File: src/rtl/dac_xfer_pkg.sv
package dac_xfer_pkg;
  localparam int ADDR_W  = 8;
  localparam int DATA_W  = 16;
  localparam int HALF_W  = DATA_W / 2;
  localparam int FRAME_W = ADDR_W + DATA_W;
  localparam int LANE_W  = 4;
  localparam int REG_AW  = 3;
  localparam int WF_LSB  = 8;
  localparam int BUSY_BIT = 4;

  localparam logic [REG_AW-1:0] RA_CTRL  = 3'd0;
  localparam logic [REG_AW-1:0] RA_WDATA = 3'd1;
  localparam logic [REG_AW-1:0] RA_MODE  = 3'd2;
  localparam logic [REG_AW-1:0] RA_RDBK  = 3'd3;
  localparam logic [REG_AW-1:0] RA_STAT  = 3'd4;

  typedef enum logic [1:0] {
    LN_X1 = 2'd0,
    LN_X2 = 2'd1,
    LN_X4 = 2'd2
  } lane_e;

  typedef struct packed {
    logic [ADDR_W-1:0] addr;
    lane_e             lanes;
    logic              stream;
    logic              xfer;
  } ctrl_t;

  typedef struct packed {
    logic sdr;
    logic sym8;
  } mode_t;
endpackage

File: src/rtl/dac_xfer_regs.sv
module dac_xfer_regs
  import dac_xfer_pkg::*;
(
  input  logic              clk_i,
  input  logic              rst_ni,
  input  logic              we_i,
  input  logic [REG_AW-1:0] waddr_i,
  input  logic [31:0]       wdata_i,
  input  logic [REG_AW-1:0] raddr_i,
  output logic [31:0]       rdata_o,
  input  logic              busy_i,
  input  logic              rd_done_i,
  input  logic [DATA_W-1:0] rd_val_i,
  output logic              start_o,
  output ctrl_t             launch_o,
  output ctrl_t             ctrl_o,
  output mode_t             mode_o,
  output logic [DATA_W-1:0] wfield_o
);
  ctrl_t             ctrl_q, wr_ctrl;
  mode_t             mode_q;
  logic [31:0]       wdata_q;
  logic [DATA_W-1:0] rdbk_q;
  logic              ctrl_we;

  assign ctrl_we = we_i && (waddr_i == RA_CTRL);

  always_comb begin
    wr_ctrl.addr   = wdata_i[31:24];
    wr_ctrl.lanes  = (wdata_i[3:2] == 2'd3) ? ctrl_q.lanes : lane_e'(wdata_i[3:2]);
    wr_ctrl.stream = wdata_i[1];
    wr_ctrl.xfer   = wdata_i[0];
  end

  assign start_o  = ctrl_we && wdata_i[0] && !ctrl_q.xfer && !busy_i;
  assign launch_o = wr_ctrl;
  assign ctrl_o   = ctrl_q;
  assign mode_o   = mode_q;
  assign wfield_o = wdata_q[WF_LSB +: DATA_W];

  always_ff @(posedge clk_i or negedge rst_ni) begin
    if (!rst_ni) begin
      ctrl_q  <= '0;
      mode_q  <= '{sdr: 1'b1, sym8: 1'b0};
      wdata_q <= '0;
      rdbk_q  <= '0;
    end else begin
      if (ctrl_we) begin
        if (busy_i) begin
          ctrl_q.stream <= wr_ctrl.stream;
          ctrl_q.xfer   <= wr_ctrl.xfer;
        end else begin
          ctrl_q <= wr_ctrl;
        end
      end
      if (we_i && !busy_i && waddr_i == RA_WDATA) wdata_q <= wdata_i;
      if (we_i && !busy_i && waddr_i == RA_MODE)  mode_q  <= mode_t'(wdata_i[1:0]);
      if (rd_done_i) rdbk_q <= rd_val_i;
    end
  end

  always_comb begin
    rdata_o = '0;
    case (raddr_i)
      RA_CTRL:  rdata_o = {ctrl_q.addr, 20'h0, ctrl_q.lanes, ctrl_q.stream, ctrl_q.xfer};
      RA_WDATA: rdata_o = wdata_q;
      RA_MODE:  rdata_o = {30'h0, mode_q.sdr, mode_q.sym8};
      RA_RDBK:  rdata_o = {{(32-DATA_W){1'b0}}, rdbk_q};
      RA_STAT:  rdata_o = 32'(busy_i) << BUSY_BIT;
      default:  rdata_o = '0;
    endcase
  end
endmodule

File: src/rtl/dac_xfer_shift.sv
module dac_xfer_shift
  import dac_xfer_pkg::*;
(
  input  logic              clk_i,
  input  logic              rst_ni,
  input  logic              start_i,
  input  logic [ADDR_W-1:0] launch_addr_i,
  input  lane_e             launch_lanes_i,
  input  logic              launch_strm_i,
  input  logic              run_i,
  input  mode_t             mode_i,
  input  logic [DATA_W-1:0] wfield_i,
  input  logic [DATA_W-1:0] sample_i,
  input  logic [LANE_W-1:0] sdi_i,
  output logic              busy_o,
  output logic              rd_done_o,
  output logic [DATA_W-1:0] rd_val_o,
  output logic              sclk_o,
  output logic              cs_n_o,
  output logic [LANE_W-1:0] sdo_o,
  output logic              sdo_oe_o,
  output logic              take_o
);
  localparam int CNT_W = $clog2(FRAME_W + 1);

  logic               busy_q, ph_q, sclk_q, is_rd_q, strm_q, sym8_q, sdr_q, take_q;
  lane_e              lanes_q;
  logic [FRAME_W-1:0] sh_q;
  logic [CNT_W-1:0]   cnt_q, lw, tot;
  logic [DATA_W-1:0]  rsh_q, rnext;
  logic [LANE_W-1:0]  out_sl, in_sl;
  logic               adv, last, data_ph, keep;

  // data symbol left-aligned in a DATA_W field
  function automatic logic [DATA_W-1:0] place(logic s8, logic [DATA_W-1:0] d16,
                                              logic [HALF_W-1:0] d8);
    return s8 ? {d8, {HALF_W{1'b0}}} : d16;
  endfunction

  always_comb begin
    case (lanes_q)
      LN_X2: begin
        lw = CNT_W'(2);
        out_sl = {2'b00, sh_q[FRAME_W-1 -: 2]};
        in_sl  = {2'b00, sdi_i[1:0]};
      end
      LN_X4: begin
        lw = CNT_W'(4);
        out_sl = sh_q[FRAME_W-1 -: 4];
        in_sl  = sdi_i;
      end
      default: begin
        lw = CNT_W'(1);
        out_sl = {3'b000, sh_q[FRAME_W-1]};
        in_sl  = {3'b000, sdi_i[0]};
      end
    endcase
  end

  assign tot     = sym8_q ? CNT_W'(ADDR_W + HALF_W) : CNT_W'(FRAME_W);
  assign adv     = busy_q && (!sdr_q || ph_q);
  assign last    = (cnt_q + lw) == tot;
  assign data_ph = cnt_q >= CNT_W'(ADDR_W);
  assign keep    = strm_q && run_i;
  assign rnext   = (rsh_q << lw) | DATA_W'(in_sl);

  assign rd_done_o = adv && last && !keep && is_rd_q;
  assign rd_val_o  = sym8_q ? {{HALF_W{1'b0}}, rnext[HALF_W-1:0]} : rnext;
  assign busy_o    = busy_q;
  assign cs_n_o    = !busy_q;
  assign sclk_o    = busy_q && (sdr_q ? ph_q : sclk_q);
  assign sdo_oe_o  = busy_q && !(is_rd_q && data_ph);
  assign sdo_o     = sdo_oe_o ? out_sl : '0;
  assign take_o    = take_q;

  always_ff @(posedge clk_i or negedge rst_ni) begin
    if (!rst_ni) begin
      busy_q  <= 1'b0;
      ph_q    <= 1'b0;
      sclk_q  <= 1'b0;
      is_rd_q <= 1'b0;
      strm_q  <= 1'b0;
      sym8_q  <= 1'b0;
      sdr_q   <= 1'b0;
      take_q  <= 1'b0;
      lanes_q <= LN_X1;
      sh_q    <= '0;
      cnt_q   <= '0;
      rsh_q   <= '0;
    end else begin
      take_q <= 1'b0;
      if (start_i) begin
        busy_q  <= 1'b1;
        ph_q    <= 1'b0;
        sclk_q  <= 1'b0;
        cnt_q   <= '0;
        rsh_q   <= '0;
        is_rd_q <= launch_addr_i[ADDR_W-1];
        strm_q  <= launch_strm_i;
        take_q  <= launch_strm_i;
        sym8_q  <= mode_i.sym8;
        sdr_q   <= mode_i.sdr;
        lanes_q <= launch_lanes_i;
        sh_q    <= {launch_addr_i,
                    place(mode_i.sym8,
                          launch_strm_i ? sample_i : wfield_i,
                          launch_strm_i ? sample_i[HALF_W-1:0] : wfield_i[DATA_W-1 -: HALF_W])};
      end else if (busy_q) begin
        ph_q <= sdr_q && !ph_q;
        if (adv) begin
          if (is_rd_q && data_ph) rsh_q <= rnext;
          if (!sdr_q) sclk_q <= !sclk_q;
          if (last) begin
            if (keep) begin
              sh_q   <= {place(sym8_q, sample_i, sample_i[HALF_W-1:0]), {ADDR_W{1'b0}}};
              cnt_q  <= CNT_W'(ADDR_W);
              take_q <= 1'b1;
            end else begin
              busy_q <= 1'b0;
            end
          end else begin
            sh_q  <= sh_q << lw;
            cnt_q <= cnt_q + lw;
          end
        end
      end
    end
  end
endmodule

File: src/rtl/dac_xfer_ctrl.sv
module dac_xfer_ctrl
  import dac_xfer_pkg::*;
(
  input  logic              clk_i,
  input  logic              rst_ni,
  input  logic              reg_we_i,
  input  logic [REG_AW-1:0] reg_waddr_i,
  input  logic [31:0]       reg_wdata_i,
  input  logic [REG_AW-1:0] reg_raddr_i,
  output logic [31:0]       reg_rdata_o,
  input  logic [DATA_W-1:0] sample_i,
  output logic              sample_take_o,
  output logic              sclk_o,
  output logic              cs_n_o,
  output logic [LANE_W-1:0] sdo_o,
  output logic              sdo_oe_o,
  input  logic [LANE_W-1:0] sdi_i
);
  ctrl_t             ctrl, launch;
  mode_t             mode;
  logic [DATA_W-1:0] wfield, rd_val;
  logic              busy, start, rd_done;

  dac_xfer_regs u_regs (
    .clk_i     (clk_i),
    .rst_ni    (rst_ni),
    .we_i      (reg_we_i),
    .waddr_i   (reg_waddr_i),
    .wdata_i   (reg_wdata_i),
    .raddr_i   (reg_raddr_i),
    .rdata_o   (reg_rdata_o),
    .busy_i    (busy),
    .rd_done_i (rd_done),
    .rd_val_i  (rd_val),
    .start_o   (start),
    .launch_o  (launch),
    .ctrl_o    (ctrl),
    .mode_o    (mode),
    .wfield_o  (wfield)
  );

  dac_xfer_shift u_shift (
    .clk_i          (clk_i),
    .rst_ni         (rst_ni),
    .start_i        (start),
    .launch_addr_i  (launch.addr),
    .launch_lanes_i (launch.lanes),
    .launch_strm_i  (launch.stream),
    .run_i          (ctrl.stream && ctrl.xfer),
    .mode_i         (mode),
    .wfield_i       (wfield),
    .sample_i       (sample_i),
    .sdi_i          (sdi_i),
    .busy_o         (busy),
    .rd_done_o      (rd_done),
    .rd_val_o       (rd_val),
    .sclk_o         (sclk_o),
    .cs_n_o         (cs_n_o),
    .sdo_o          (sdo_o),
    .sdo_oe_o       (sdo_oe_o),
    .take_o         (sample_take_o)
  );
endmodule

File: config.mk
export PLATFORM = sky130hd
export DESIGN_NAME = dac_xfer_ctrl
export DESIGN_NICKNAME = d
export VERILOG_FILES = /design/src/rtl/dac_xfer_pkg.sv /design/src/rtl/dac_xfer_regs.sv /design/src/rtl/dac_xfer_shift.sv /design/src/rtl/dac_xfer_ctrl.sv
export SDC_FILE = /design/constraint.sdc
export NUM_CORES = 1
export LEC_CHECK = 0
export BUFFER_PORTS_ARGS = -buffer_cell sky130_fd_sc_hd__buf_2
export CAP_MARGIN = 10
export CELL_PAD_IN_SITES_DETAIL_PLACEMENT = 0
export CELL_PAD_IN_SITES_GLOBAL_PLACEMENT = 2
export CORE_UTILIZATION = 37
export CTS_CLUSTER_SIZE = 40
export DETAILED_ROUTE_END_ITERATION = 16
export PLACE_DENSITY_LB_ADDON = 0.05
export SLEW_MARGIN = 20
export SYNTH_ARGS = -nofsm -noshare
export SYNTH_HDL_FRONTEND = slang
export SYNTH_SLANG_ARGS = --single-unit
File: constraint.sdc
create_clock -name clk_i -period 3.96 [get_ports clk_i]
set_clock_uncertainty 0.05 [all_clocks]
set_input_delay 0.594 -clock clk_i [delete_from_list [all_inputs] [get_ports clk_i]]
set_output_delay 0.594 -clock clk_i [all_outputs]
set_load 0.02 [all_outputs]
==> summary.txt, run 1 <==
Clocking
  • CTS Root Cell: clkbuf_16
  • Worst-path clk slew: approximately 0.06 ns
  • CTS buffer count: 17
  • PostCTS Resize Cnt: 0
  • TritonCTS clock tree: built
  • Worst-skew pair later-pin latency: roughly 0.42 ns
  • # Post-CTS Setup Buffers: 0
  • Clock sinks: 117
  • CTS Hold Bufs: 0
  • H-tree depth: 4
  • Maximum clock insertion buffer count: 2

Synthesis
  • Predominant post-synthesis flop cell: dfrtp_1
  • Post-synth cell types: 57
  • Syn Inst Count: 730
  • Avg Synthesized Cell Area: 9.95 sq um
  • Largest cells by area after synthesis: dfrtp_1, mux2i_1, mux2_2, mux4_2, nor2_1
  • Mapped Nets: approximately 800
  • Synthesized cell area: 0.00727 sq mm
  • EDFF count, synth: 0
  • Top cell type's share of synthesized area: 40.0%
  • Largest area contributor in the netlist: dfrtp_1
  • Post-synthesis sequential area ratio: 40.3%
  • Ys async rst share: 100%
  • Yosys reg bits: roughly 120
  • Synth warnings: 0

Worst setup path
  • End point of the critical path: u_shift.sh_q[23]
  • CP startpoint kind: flop
  • Slowest cell on the critical path: dfrtp_1
  • Crit path max fanout: 41
  • Worst Path Arrival: ~3.7 ns
  • Flop2flop setup slack: a little over 0.5 ns
  • Worst reg2reg endpoint: u_shift.sh_q[23]
  • Worst r2r src: u_shift.lanes_q[0]
  • Critical Path End Type: flop
  • Slowest cell delay on critical path: 0.41 ns
  • Worst path cell trace: inv_1, ha_2, ha_1, ha_1, a21oi_1, xnor2_1, nand4_1, a21oi_4, buf_4, a21oi_2, a21oi_2, mux2_1
  • Worst Path Required: 4.21 ns
  • CP Launch Point: u_shift.lanes_q[0]
  • Cell depth of the worst flop-to-flop path: 12
  • Setup CP Type: reg -> reg

Pwr
  • Leak Pwr: between 3 and 4 nW
  • Sw Share: 43.4%
  • P_sw: 3.03 mW
  • Pwr Total: 6.98 mW
  • Int Pwr: 3.95 mW
  • Maximum vdd drop: 0.318 mV
  • Sequential power share: between 30% and 40%
  • Gate power share: 47.0%
  • Clk network pwr share: 21.5%
  • Pwr Density: 817 mW/mm^2

Place
  • Final GP Congestion: 0.878
  • PortBufs: 100
  • Post-DP HPWL: 17000 um
  • Number of cells after detailed placement: 1053

STA
  • RSZ-0062 raised after global routing: no
  • Fmax: 289 MHz
  • Final setup viols: 0
  • Total negative slack: 0 ns
  • Crit share post-route: 87.3%
  • Final hold viol count: 0
  • Worst slew pin tran: 0.913 ns
  • Final Max Tran Viols: 0
  • Min Tclk post-route: 3.46 ns
  • WHS: 0.214 ns
  • Slew margin rel.: 38.5%

Route
  • Vias per Instance: 5.57
  • Post-Route WL: 23000 um
  • Number of routed nets with antenna violations: 0
  • Drc violations: 0
  • Detailed-route via count: around 6000
  • DR pass1 iterations: 6
  • DR iter-0 viols: 443
  • Average wire per cell in the routed design: 21.2 um

Floorplanning
  • Total die area: approximately 0.020 sq mm
  • Core footprint: roughly 0.019 sq mm
  • Die X: 142 um
  • Row count: 50
  • Die Span Y: 142 um
  • Initial Utilization: 38.3%
  • Num ports: between 100 and 150

Global routing
  • Global-route wire length before repair: 36600 um
  • Gr ovfl total: 0
  • Global Route Usage Sum: 24.4%
  • Initial antenna violation count: 2
  • Vias in the first global route: 6078
  • Largest net degree at the start of global routing: 63

Run
  • MaxCap Viol Count: 0

Finish
  • Layout area overhead: 17.6%
  • Final cell count without fillers: between 1000 and 1500
  • Ant. Diodes: 0
  • # nets final: 879
  • Layout cell share with drive strength beyond 1: between 20 and 30%

Worst hold path
  • Worst hold path class: in -> async

Run status
  • Status: finished, final reports clean
-- Yosys cell counts, types with 7 or more instances --
| master | number |
|---|---|
| clkbuf_1 | 32 |
| o21ai_0 | 38 |
| buf_1 | 9 |
| a211oi_1 | 16 |
| inv_1 | 13 |
| o31ai_1 | 18 |
| mux2_1 | 10 |
| dfrtp_1 | 116 |
| nor2b_1 | 9 |
| nor2_1 | 90 |
| a21oi_1 | 39 |
| a31oi_1 | 12 |
| buf_2 | 7 |
| mux4_2 | 19 |
| nand2_1 | 70 |
| mux2i_1 | 72 |
| nor3_1 | 7 |
| mux2_2 | 56 |
| and2_1 | 9 |
-- metrics by stage --
step                      utilization, %  cell area (sq um)  setup slack [ns]
final                               45.1               8540             0.504
after global routing                45.1               8540             0.204
after detailed placement            42.1               7980             0.511
after CTS                           45.1               8540             0.501
after floorplan                        -               7270              1.05
after global placement              42.1               7980             0.606
-- power groups by stage --
| stage | combinational (mW) | clock [mW] | sequential [mW] |
|---|---|---|---|
| after floorplan | 2.53 | 0 | 1.99 |
| after detailed placement | 3.26 | 0 | 2.21 |
| final | 3.28 | 1.50 | 2.20 |
| after CTS | 3.28 | 1.54 | 2.19 |
| after global placement | 3.23 | 0 | 2.19 |
| after global routing | 3.62 | 1.59 | 2.27 |
-- layer usage --
layer	GRT usage, %	vias up	wire length, um
met5	0	-	23
met4	6.17	4	270
met3	4.21	23	1370
met2	35.3	219	10200
met1	37.2	2983	11200
li1	-	2814	-
-- critical path, delay by kind of cell (launching register included) --
family,cells,cell delay [ns]
AO/OA/AOI/OAI,4,0.95
adder cells (fa/ha/maj),3,0.68
buffers and inverters,2,0.47
flip-flops,1,0.41
multiplexers,1,0.34
AND/OR/NAND/NOR,1,0.22
XOR/XNOR,1,0.20
-- layout by cell type (no fill, tap or decap), drive strengths merged, types with 2 or more instances in the layout --
cell type	n
o21ai	40
nand2b	3
xnor2	4
ha	6
dfrtp	116
and2	9
o21a	2
o31ai	18
a21oi	42
mux4	19
nand3	6
clkinv	4
nand3b	6
a211oi	16
xor2	3
clkbuf	18
nand2	70
and3b	2
a221o	10
and3	6
a211o	2
a32oi	2
nor3	8
mux2i	72
a31oi	12
or2	4
mux2	66
nor2	90
nor2b	9
inv	23
a22oi	5
buf	117
-- flip-flops by register name (all words and copies together), names as in the netlist --
register and count:
u_regs.ctrl_o 12, u_regs.mode_o 2, u_regs.rdbk_q 16, u_regs.wdata_q 32, u_shift.busy_o 1, u_shift.cnt_q 5
u_shift.is_rd_q 1, u_shift.lanes_q 2, u_shift.ph_q 1, u_shift.rsh_q 16, u_shift.sclk_q 1, u_shift.sdr_q 1
u_shift.sh_q 24, u_shift.strm_q 1, u_shift.sym8_q 1, u_shift.take_o 1
-- how the worst min path moves through the flow --
stage	slack, ns	cells after the start	startpoint	endpoint
CTS	0.26	1	rst_ni	u_shift.sh_q[21]
global placement	0.42	2	u_regs.wdata_q[2]	u_regs.wdata_q[2]
finish	0.21	1	rst_ni	u_shift.sh_q[21]
global route	0.28	1	rst_ni	u_shift.sh_q[21]
floorplan	0.25	0	rst_ni	u_regs.ctrl_o[0]
detailed placement	0.42	2	u_regs.wdata_q[2]	u_regs.wdata_q[2]
-- cells by family (layout without fill, tap and decap cells) --
group	after synthesis	in the layout	synth area share (%)
AO/OA/AOI/OAI	156	156	14.0
XOR/XNOR	7	7	0.844
adder cells (fa/ha/maj)	6	6	1.03
buffers and inverters	68	163	4.20
flip-flops	117	117	40.3
multiplexers	157	157	26.0
AND/OR/NAND/NOR	219	219	13.6
-- area by class of cell --
type | count | area [sq um]
fillers | 1843 | 10400
flip-flops and latches | 117 | 2930
multi-input cells | 545 | 4040
clock buffers | 18 | 439
repair buffers | 117 | 631
clock inverters | 14 | 129
well taps | 260 | 325
inverters | 14 | 52.6
No activity file was read; power rests on OpenSTA's default activity.
==> run 2: changes to the inputs <==
--- a/config.mk
+++ b/config.mk
@@ -13,7 +13,6 @@
 export CTS_CLUSTER_SIZE = 40
 export DETAILED_ROUTE_END_ITERATION = 16
 export PLACE_DENSITY_LB_ADDON = 0.05
-export SLEW_MARGIN = 20
 export SYNTH_ARGS = -nofsm -noshare
 export SYNTH_HDL_FRONTEND = slang
 export SYNTH_SLANG_ARGS = --single-unit
==> constraint.sdc (replaced) <==
create_clock -name clk_i -period 3.96 [get_ports clk_i]
set_clock_uncertainty 0.05 [all_clocks]
set_input_delay 0.198 -clock clk_i [delete_from_list [all_inputs] [get_ports clk_i]]
set_output_delay 0.198 -clock clk_i [all_outputs]
set_load 0.02 [all_outputs]
==> summary.txt, run 2 (synthesis gave the netlist of run 1 again) <==
STA
  • Crit share post-route: about nine tenths
  • Fmax: 283 MHz
  • Min Tclk post-route: 3.53 ns
  • Final Max Tran Viols: 0
  • Slew margin rel.: 33.4%
  • RSZ-0062 raised after global routing: no
  • Total negative slack: 0 ns
  • WHS: between 0.02 and 0.025 ns
  • Final setup viols: 0
  • Final hold viol count: 0
  • Worst slew pin tran: 0.989 ns

Clocking
  • CTS buffer count: 17
  • # Post-CTS Setup Buffers: 0
  • CTS Root Cell: clkbuf_16
  • H-tree depth: 4
  • Clock sinks: 117
  • TritonCTS clock tree: built
  • Worst-skew pair later-pin latency: between 0.4 and 0.5 ns
  • Worst-path clk slew: 0.06 ns
  • Maximum clock insertion buffer count: 2

Global routing
  • Global-route wire length before repair: 36000 um
  • GR Layer Usage met2: 35.6%
  • Initial antenna violation count: 3
  • Global routing met3 resource utilization: under 10%
  • Busiest layer in global routing: met2
  • Global Route Usage Sum: roughly a quarter
  • Met1 GRT Util: 35.6%
  • Gr ovfl total: 0
  • Vias in the first global route: 5969
  • Largest net degree at the start of global routing: 73

Worst setup path
  • Worst r2r src: u_shift.lanes_q[0]
  • Worst Path Required: 4.21 ns
  • CP startpoint kind: flop
  • Crit path max fanout: 41
  • Critical Path End Type: flop
  • Worst Path Arrival: 3.78 ns
  • Flop2flop setup slack: 0.43 ns
  • Worst reg2reg endpoint: u_shift.sh_q[23]
  • Setup CP Type: reg -> reg
  • Cell depth of the worst flop-to-flop path: 12

Pwr
  • Int Pwr: approximately 3.9 mW
  • Clk network pwr share: a little over a fifth
  • Maximum vdd drop: 0.316 mV
  • Sw Share: a little over two fifths
  • Gate power share: 47.4%
  • Pwr Density: 798 mW/mm^2
  • P_sw: 3.06 mW
  • Sequential power share: 31.6%
  • Leak Pwr: just under 4 nW

Route
  • DR iter-0 viols: around 510
  • Drc violations: 0
  • Number of routed nets with antenna violations: 0
  • Average wire per cell in the routed design: around 21 um
  • DR pass1 iterations: 5
  • Vias per Instance: roughly 5.5
  • Post-Route WL: 23200 um
  • Detailed-route via count: around 6100

Place
  • PortBufs: 100
  • Post-DP HPWL: 16800 um
  • Final GP Congestion: 0.852

Run
  • MaxCap Viol Count: 0

Worst hold path
  • Hold EP: u_regs.wdata_q[2]
  • Hold depth: 3
  • Worst hold path class: in -> reg
  • Hold path start: reg_wdata_i[2]

Floorplanning
  • Num ports: 101
  • Core footprint: ~0.019 sq mm
  • Total die area: 0.0202 sq mm
  • Die Span Y: approximately 140 um
  • Die X: 142 um
  • Initial Utilization: 38.3%
  • Row count: 50

Run status
  • Status: finished, final reports clean

Finish
  • Most flop-heavy register: u_regs.wdata_q
  • Most frequent cells in the layout: dfrtp_1, buf_2, nor2_1
  • Biggest regs: u_regs.wdata_q x32, u_shift.sh_q x24
  • Layout cell share with drive strength beyond 1: 28.3%
  • Largest register FFs: 32
  • Layout area overhead: 20.8%
  • # nets final: roughly 900
  • Commonest non-fill, non-tap cell in the layout: dfrtp_1
## run 2: critical path: stages (launching register included)
cell and delay (ns):
dfrtp_1 0.41, inv_1 0.10, ha_2 0.28, ha_1 0.21, ha_1 0.20, a21oi_1 0.32
xnor2_1 0.12, a211o_1 0.34, a21oi_4 0.17, buf_4 0.38, a21oi_2 0.23, a21oi_2 0.25
mux2_1 0.35
## run 2: per-stage QoR
step                      cells  utilization [%]  total power [mW]  setup WS [ns]  cell area, sq um
after global routing       1109             46.3              7.45          0.194              8770
after global placement     1051             42.0              5.42          0.594              7960
after floorplan             730                -              4.52           1.05              7270
after CTS                  1109             46.3              7.00          0.461              8770
after detailed placement   1051             42.0              5.48          0.475              7960
final                      1111             46.3              7.00          0.431              8770
## run 2: layout make-up
| class | instances | area (sq um) |
|---|---|---|
| multi-input combinational | 545 | 4040 |
| clock buffer | 18 | 429 |
| clock inverter | 14 | 119 |
| sequential | 117 | 2930 |
| fill | 1865 | 10200 |
| timing repair buffer | 141 | 876 |
| antenna | 2 | 5.00 |
| tap | 260 | 325 |
| inverter | 14 | 52.6 |
## run 2: power by group through the flow
stage	registers (mW)	clock network, mW	logic [mW]
finish	2.21	1.47	3.32
global route	2.28	1.55	3.61
CTS	2.20	1.50	3.30
detailed placement	2.22	0	3.26
global placement	2.19	0	3.23
floorplan	1.99	0	2.53
## run 2: what timing repair did
action                                 in CTS  in global routing
endpoints found under the hold margin      99                  0
resized for setup                           0                  0
hold buffers                               26                  0
## run 2: how the worst max path moves through the flow
| stage | from | to | cells past startpoint |
|---|---|---|---|
| floorplan | u_shift.lanes_q[0] | u_regs.rdbk_q[10] | 11 |
| global placement | u_shift.lanes_q[0] | u_shift.sh_q[23] | 12 |
| detailed placement | u_shift.lanes_q[0] | u_shift.sh_q[23] | 12 |
| CTS | u_shift.lanes_q[0] | u_shift.sh_q[23] | 12 |
| global route | u_shift.lanes_q[0] | u_shift.sh_q[23] | 12 |
| finish | u_shift.lanes_q[0] | u_shift.sh_q[23] | 12 |
## run 2: routing by layer
| metal | routed length, um | part of all wire (%) |
|---|---|---|
| met1 | 11500 | 50 |
| met2 | 10200 | 44 |
| met3 | 1180 | 5.1 |
| met4 | 252 | 1.1 |
| met5 | 13 | 0.056 |
